### src/rtl/ift_pkg.sv
package ift_pkg;

    typedef enum logic [2:0] {
        RC_OK      = 3'd0,
        RC_ACV     = 3'd1,
        RC_MISS    = 3'd2,
        RC_MCHK    = 3'd3,
        RC_IOFETCH = 3'd4
    } xl_result_e;

    typedef enum logic [1:0] {
        PM_KERNEL = 2'd0,
        PM_EXEC   = 2'd1,
        PM_SUPER  = 2'd2,
        PM_USER   = 2'd3
    } priv_mode_e;

    typedef enum logic {
        ST_IDLE   = 1'b0,
        ST_REPORT = 1'b1
    } xl_state_e;

endpackage

### src/rtl/ift_va_classify.sv
// Decides whether a virtual address is in the legal range and whether it
// falls into the direct-mapped superpage window.
module ift_va_classify #(
    parameter int VA_W    = 64,
    parameter int VA_IMPL = 48,
    parameter int SP_LO   = 41,
    parameter int SP_TAG  = 'h7E
) (
    input  logic [VA_W-1:SP_LO] va_hi,
    output logic                va_ok,
    output logic                is_super
);
    localparam int SIGN_LO = VA_IMPL - 1;
    localparam int TAG_W   = VA_IMPL - SP_LO;

    logic [VA_W-1:SIGN_LO] sign_bits;

    always_comb begin
        sign_bits = va_hi[VA_W-1:SIGN_LO];
        va_ok     = (&sign_bits) | ~(|sign_bits);
        is_super  = (va_hi[VA_IMPL-1:SP_LO] == TAG_W'(SP_TAG));
    end
endmodule

### src/rtl/ift_pa_form.sv
// Builds the physical address and the result code for one fetch.
module ift_pa_form
    import ift_pkg::*;
#(
    parameter int VA_W    = 64,
    parameter int PA_W    = 44,
    parameter int PG_OFS  = 13,
    parameter int SX_BIT  = 40,
    parameter int UNC_BIT = 43,
    parameter int MODES   = 4
) (
    input  logic [VA_W-1:0]        va,
    input  logic                   priv_code,
    input  logic                   phys_mode,
    input  logic [1:0]             mode,
    input  logic                   va_ok,
    input  logic                   is_super,
    input  logic                   tlb_hit,
    input  logic [PA_W-PG_OFS-1:0] tlb_ppn,
    input  logic [MODES-1:0]       tlb_rd_en,
    output logic [PA_W-1:0]        pa,
    output xl_result_e             code,
    output logic                   uncached,
    output logic                   hit_ev
);
    localparam logic [PA_W-1:0] HI_MASK = {PA_W{1'b1}} << SX_BIT;

    logic [VA_W-1:0] cand;
    logic            check_pa;
    logic [PA_W-1:0] sp_base;
    logic [PA_W-1:0] mapped;

    always_comb begin
        sp_base  = va[PA_W-1:0];
        mapped   = {tlb_ppn, va[PG_OFS-1:2], 2'b00};
        cand     = '0;
        check_pa = 1'b0;
        pa       = '0;
        code     = RC_OK;
        uncached = 1'b0;
        hit_ev   = 1'b0;

        if (priv_code) begin
            pa     = {va[PA_W-1:2], 2'b00};
            hit_ev = 1'b1;
        end else begin
            if (phys_mode) begin
                cand     = va;
                check_pa = 1'b1;
            end else if (!va_ok) begin
                code = RC_ACV;
            end else if (is_super) begin
                if (mode != PM_KERNEL) begin
                    code = RC_ACV;
                end else begin
                    cand = {{(VA_W-PA_W){1'b0}},
                            sp_base[SX_BIT] ? (sp_base | HI_MASK)
                                            : (sp_base & ~HI_MASK)};
                    check_pa = 1'b1;
                end
            end else if (!tlb_hit) begin
                code = RC_MISS;
            end else if (!tlb_rd_en[mode]) begin
                code = RC_ACV;
            end else begin
                cand     = {{(VA_W-PA_W){1'b0}}, mapped};
                hit_ev   = 1'b1;
                check_pa = 1'b1;
            end

            if (check_pa) begin
                pa = cand[PA_W-1:0];
                if (|cand[VA_W-1:PA_W]) begin
                    code = RC_MCHK;
                end else if (cand[UNC_BIT]) begin
                    uncached = 1'b1;
                    code     = RC_IOFETCH;
                end
            end
        end
    end
endmodule

### src/rtl/ift_sat_cnt.sv
// Event counter that stops at its maximum value.
module ift_sat_cnt #(
    parameter int W = 32
) (
    input  logic         clk,
    input  logic         rst_n,
    input  logic         bump,
    output logic [W-1:0] value
);
    always_ff @(posedge clk or negedge rst_n) begin
        if (!rst_n) begin
            value <= '0;
        end else if (bump && (value != '1)) begin
            value <= value + 1'b1;
        end
    end
endmodule

### src/rtl/ift_xlate.sv
// Instruction fetch translation stage: classification and address forming
// are combinational, results and counters are registered.
module ift_xlate
    import ift_pkg::*;
#(
    parameter int VA_W    = 64,
    parameter int VA_IMPL = 48,
    parameter int PA_W    = 44,
    parameter int PG_OFS  = 13,
    parameter int SP_LO   = 41,
    parameter int SP_TAG  = 'h7E,
    parameter int SX_BIT  = 40,
    parameter int UNC_BIT = 43,
    parameter int ASN_W   = 8,
    parameter int CNT_W   = 32,
    parameter int MODES   = 4,
    localparam int PPN_W  = PA_W - PG_OFS,
    localparam int VPN_W  = VA_IMPL - PG_OFS
) (
    input  logic             clk,
    input  logic             rst_n,
    input  logic             fetch_valid,
    input  logic [VA_W-1:0]  fetch_va,
    input  logic             priv_code,
    input  logic             phys_mode,
    input  logic [1:0]       cur_mode,
    input  logic [ASN_W-1:0] cur_asn,
    output logic [VPN_W-1:0] tlb_vpn,
    output logic [ASN_W-1:0] tlb_asn,
    input  logic             tlb_hit,
    input  logic [PPN_W-1:0] tlb_ppn,
    input  logic [MODES-1:0] tlb_rd_en,
    output logic             rsp_valid,
    output logic [PA_W-1:0]  rsp_pa,
    output logic [2:0]       rsp_code,
    output logic             rsp_uncached,
    output logic [CNT_W-1:0] hit_count,
    output logic [CNT_W-1:0] miss_count,
    output logic [CNT_W-1:0] acv_count
);
    localparam int NUM_CNT = 3;
    localparam int CI_HIT  = 0;
    localparam int CI_MISS = 1;
    localparam int CI_ACV  = 2;

    xl_state_e        state_q, state_d;
    logic             va_ok, is_super;
    logic [PA_W-1:0]  pa_c;
    xl_result_e       code_c;
    logic             unc_c, hit_ev_c;
    logic [NUM_CNT-1:0] bump;
    logic [CNT_W-1:0] cnt_val [NUM_CNT];

    // Lookup request to the external translation buffer.
    assign tlb_vpn = fetch_va[VA_IMPL-1:PG_OFS];
    assign tlb_asn = cur_asn;

    ift_va_classify #(
        .VA_W(VA_W), .VA_IMPL(VA_IMPL), .SP_LO(SP_LO), .SP_TAG(SP_TAG)
    ) u_cls (
        .va_hi    (fetch_va[VA_W-1:SP_LO]),
        .va_ok    (va_ok),
        .is_super (is_super)
    );

    ift_pa_form #(
        .VA_W(VA_W), .PA_W(PA_W), .PG_OFS(PG_OFS),
        .SX_BIT(SX_BIT), .UNC_BIT(UNC_BIT), .MODES(MODES)
    ) u_form (
        .va        (fetch_va),
        .priv_code (priv_code),
        .phys_mode (phys_mode),
        .mode      (cur_mode),
        .va_ok     (va_ok),
        .is_super  (is_super),
        .tlb_hit   (tlb_hit),
        .tlb_ppn   (tlb_ppn),
        .tlb_rd_en (tlb_rd_en),
        .pa        (pa_c),
        .code      (code_c),
        .uncached  (unc_c),
        .hit_ev    (hit_ev_c)
    );

    // Next-state logic.
    always_comb begin
        state_d = state_q;
        unique case (state_q)
            ST_IDLE:   state_d = fetch_valid ? ST_REPORT : ST_IDLE;
            ST_REPORT: state_d = fetch_valid ? ST_REPORT : ST_IDLE;
            default:   state_d = ST_IDLE;
        endcase
    end

    // State register.
    always_ff @(posedge clk or negedge rst_n) begin
        if (!rst_n) begin
            state_q <= ST_IDLE;
        end else begin
            state_q <= state_d;
        end
    end

    // Output registers, loaded on each accepted fetch.
    always_ff @(posedge clk or negedge rst_n) begin
        if (!rst_n) begin
            rsp_pa       <= '0;
            rsp_code     <= RC_OK;
            rsp_uncached <= 1'b0;
        end else if (fetch_valid) begin
            rsp_pa       <= pa_c;
            rsp_code     <= code_c;
            rsp_uncached <= unc_c;
        end
    end

    assign rsp_valid = (state_q == ST_REPORT);

    always_comb begin
        bump          = '0;
        bump[CI_HIT]  = fetch_valid && hit_ev_c;
        bump[CI_MISS] = fetch_valid && (code_c == RC_MISS);
        bump[CI_ACV]  = fetch_valid && (code_c == RC_ACV);
    end

    for (genvar g = 0; g < NUM_CNT; g++) begin : g_cnt
        ift_sat_cnt #(.W(CNT_W)) u_cnt (
            .clk   (clk),
            .rst_n (rst_n),
            .bump  (bump[g]),
            .value (cnt_val[g])
        );
    end

    assign hit_count  = cnt_val[CI_HIT];
    assign miss_count = cnt_val[CI_MISS];
    assign acv_count  = cnt_val[CI_ACV];
endmodule

### config.mk
export PLATFORM = sky130hd
export DESIGN_NAME = ift_xlate
export DESIGN_NICKNAME = d
export VERILOG_FILES = /design/src/rtl/ift_pkg.sv /design/src/rtl/ift_va_classify.sv /design/src/rtl/ift_pa_form.sv /design/src/rtl/ift_sat_cnt.sv /design/src/rtl/ift_xlate.sv
export SDC_FILE = /design/constraint.sdc
export NUM_CORES = 1
export LEC_CHECK = 0
export ABC_AREA = 0
export BUFFER_PORTS_ARGS = -buffer_cell sky130_fd_sc_hd__buf_4
export CAP_MARGIN = 15
export CORE_MARGIN = 3
export CORE_UTILIZATION = 30
export CTS_CLUSTER_DIAMETER = 80
export DETAILED_ROUTE_END_ITERATION = 8
export HOLD_SLACK_MARGIN = 0.1
export SLEW_MARGIN = 20
export SYNTH_ARGS = -nofsm -noshare
export SYNTH_HDL_FRONTEND = slang
export SYNTH_SLANG_ARGS = --single-unit
### constraint.sdc
create_clock -name clk -period 2.5 [get_ports clk]
set_input_delay 0.5 -clock clk [delete_from_list [all_inputs] [get_ports clk]]
set_output_delay 0.5 -clock clk [all_outputs]
set_load 0.05 [all_outputs]
==> flow_summary_export.csv <==
group,metric,value,unit
global_route,grt_util_all_layers,0.169,
global_route,grt_pass1_vias,6340,
layout,instances_no_fill,1337,
clocking,clock_sinks,144,
floorplanning,die_area,26100,sq um
critical_path,crit_required,2.84,ns
route,dr.max_layer_used,"met4",
floorplanning,coreArea,23600,sq um
global_route,grt_max_degree,51,
outcome,status,"completed",
route,totalWireLength,22.4,mm
route,vias,6391,
pwr,p_per_area,656,nW/um^2
clocking,cts_tree,"built",
critical_path,worstPathMaxFanout,10,
sta,hold_viol,0,
placement,placed_cells,1299,
synth,synth_top_family_by_area,"simple AND/OR/NAND/NOR gates",
critical_path,cp_data_arrival_time,2.73,ns
clocking,clk_pin_slew,0.07,ns
sta,clock_skew,0.00955,ns
critical_path,path_cells,"buf_4, nor4_4, nand2_1, or3_4, buf_4, a211o_1, nor3b_4, buf_12, buf_4, buf_12, nand4_1, xnor2_1",
pwr,power,7.03,mW
synth,synth_edf_count,0,
sta,min_period,2.39,ns
route,dr.first_iter.drc_count,366,
clocking,htree_levels,4,
critical_path,cp-end-kind,"flop",
synth,synth_nets,819,
synth,synthArstFlopShare,1.00,
synth,yosysSeqAreaShare,0.496,
synth,syn_area,7260,sq um
layout,fin_nets,1122,
hold_path,hold_path.class,"in2reg",
floorplanning,initial_core_util,0.307,
critical_path,worst_path_most_repeated_cell,"buf_4",
critical_path,crit_family,"simple AND/OR/NAND/NOR gates",
synth,syn-instance-count,701,
sta,period_share,0.956,
sta,hold_ws,0.294,ns
clocking,cts_buffers,17,
sta,drv_slew,0,
sta,relSlewSlack,0.539,
route,route.met2.wl,10.9,mm
floorplanning,ioPinCount,303,
synth,synth.area.mux_share,0.00621,
synth,synth.largest_area_cell,"dfrtp_1",
route,wl_met1,9.85,mm
floorplanning,dieWidth,162,microns
pwr,p_leak,5.29,nW
synth,ys.flop_type,"dfrtp_1",
synth,yosys.area_share.simple,0.225,
layout,layout-drive-gt1-share,0.419,
synth,synth_compound_gate_area_share,0.0815,
floorplanning,placementRows,56,
global_route,antenna_found_initial,0,
route,drc,0,
sta,max_freq,418,MHz
route,wl_per_cell,16.7,microns
critical_path,cp_num_buf_inv,5,
critical_path,start_kind,"input port",
pwr,ir_drop,0.561,mV
global_route,grt_pass1_wl,35.2,mm
layout,area_growth,47.5,%
synth,netlist-cell-type-count,49,
synth,synth_area_leaders,"dfrtp_1 (50%), xnor2_1 (5.9%), xor2_1 (5.2%)",
run,drv_cap,0,
clocking,clk_latency,0.42,ns
synth,avgSynthCellArea,10.4,sq um
route,dr.pass1.iters,5,
sta,rsz0062_at_grt,"no",
placement,gp_congestion,0.799,
clocking,clockBufferDepth,2,
placement,pre_cts_slack,-0.461,ns
synth,ys_ff_latch,144,
route,viasPerCell,4.78,
synth,ys_warn_count,0,
floorplanning,die_h,162,microns
sta,finalSetupViolCount,0,
critical_path,cp_slowest_cell,"or3_4",
synth,synthAdderAreaFrac,0.00517,
route,wl_met3,1.35,mm
sta,tns,0,ns
placement,place_hpwl,17.0,mm
placement,io_buffers,286,
critical_path,crit_type,"in2reg",
route,ant_nets,0,
sta,tightestPinTransition,0.689,ns
synth,synth_xor_area_frac,0.111,
sta,finalWorstSetupSlack,0.109,ns
global_route,grt_overflow,0,
clocking,cts-root-buf,"clkbuf_16",
synth,yosysTopAreaCellShare,0.496,
critical_path,cp_slowest_stage_delay,0.42,ns
power breakdown:
| part | switching (mW) | internal, mW |
|---|---|---|
| logic | 1.06 | 0.590 |
| clock network | 1.07 | 1.69 |
| registers | 0.130 | 2.49 |
synth_stat cells (5+ instances only):
library cell and instances:
buf_4 44, a221oi_1 5, o21ai_0 8, xnor2_1 49, nor3_1 18, and4_1 8
inv_1 18, and2_1 5, clkbuf_1 20, dfrtp_1 144, nand4_1 38, nand2_1 61
xor2_1 43, nor2_1 39, and3_1 27, nor4_1 12, nor2b_1 30, a221o_1 27
buf_2 7, nand3_1 40
area by class of cell:
cell class              count  area [sq um]
clock inverters            14           203
flip-flops and latches    144          3620
clock buffers              18           429
repair buffers            359          2810
fillers                  2261         12900
inverters                  18          67.6
diodes                      1          2.50
well taps                 319           399
multi-input cells         464          3170
sequential cells by signal (all words and copies together), names as in the netlist:
signal	count
rsp_code	3
rsp_pa	44
g_cnt.u_cnt.value	96
rsp_valid	1
worst reg2reg max path, delay by kind of cell (launching register included):
family | cells | cell delay [ns]
XOR/XNOR | 1 | 0.13
buffers and inverters | 3 | 0.41
flip-flops | 1 | 0.42
AND/OR/NAND/NOR | 6 | 1.29
path summary, 6_finish.rpt:
kind / cells past startpoint / slack (ns) / to / startpoint
min in group asynchronous: 2 / 0.60 / g_cnt[0].u_cnt.value[24] / rst_n
max in group asynchronous: 3 / 1.23 / g_cnt[2].u_cnt.value[21] / rst_n
worst min-delay path: 3 / 0.29 / rsp_pa[6] / fetch_va[6]
worst max register to register: 10 / 0.18 / g_cnt[2].u_cnt.value[15] / g_cnt[2].u_cnt.value[10]
worst min register to register: 1 / 0.49 / g_cnt[0].u_cnt.value[8] / g_cnt[0].u_cnt.value[8]
worst max-delay path: 12 / 0.11 / g_cnt[2].u_cnt.value[15] / fetch_va[52]
per-layer routing:
layer	vias to the layer above	GRT usage
met5	-	0
met4	0	0.0446
met3	18	0.0413
met2	186	0.277
met1	3143	0.224
li1	3044	-
timing repair:
item,CTS,global route
pin swaps,0,1
endpoints found under the setup margin,1,18
endpoints found under the hold margin,47,0
hold buffers,1,0
setup buffers,0,4
resized for setup,1,4
cells by family (layout without fill, tap and decap cells):
group,after synthesis,after routing
and+or+nand+nor,298,298
AOI/OAI and AO/OA,68,68
xor gates and xnor gates,92,92
other,0,1
DFF,144,144
adders and majority gates,3,3
buffers and inverters,93,409
muxes,3,3
placed cells by master, fill, tap and decap left out, types with 18 or more instances in the layout:
cell	synthesis	layout
a221o_1	27	27
and3_1	27	27
buf_4	44	348
dfrtp_1	144	132
inv_1	18	18
nand2_1	61	61
nand3_1	40	40
nand4_1	38	38
nor2_1	39	39
nor2b_1	30	29
nor3_1	18	18
xnor2_1	49	49
xor2_1	43	43
metrics by stage:
stage | cell area, sq um | util
floorplan | 7310 | -
global placement | 9990 | 0.423
detailed placement | 9990 | 0.423
CTS | 10600 | 0.451
global route | 10700 | 0.453
finish | 10700 | 0.453
No activity file was read; power rests on OpenSTA's default activity.
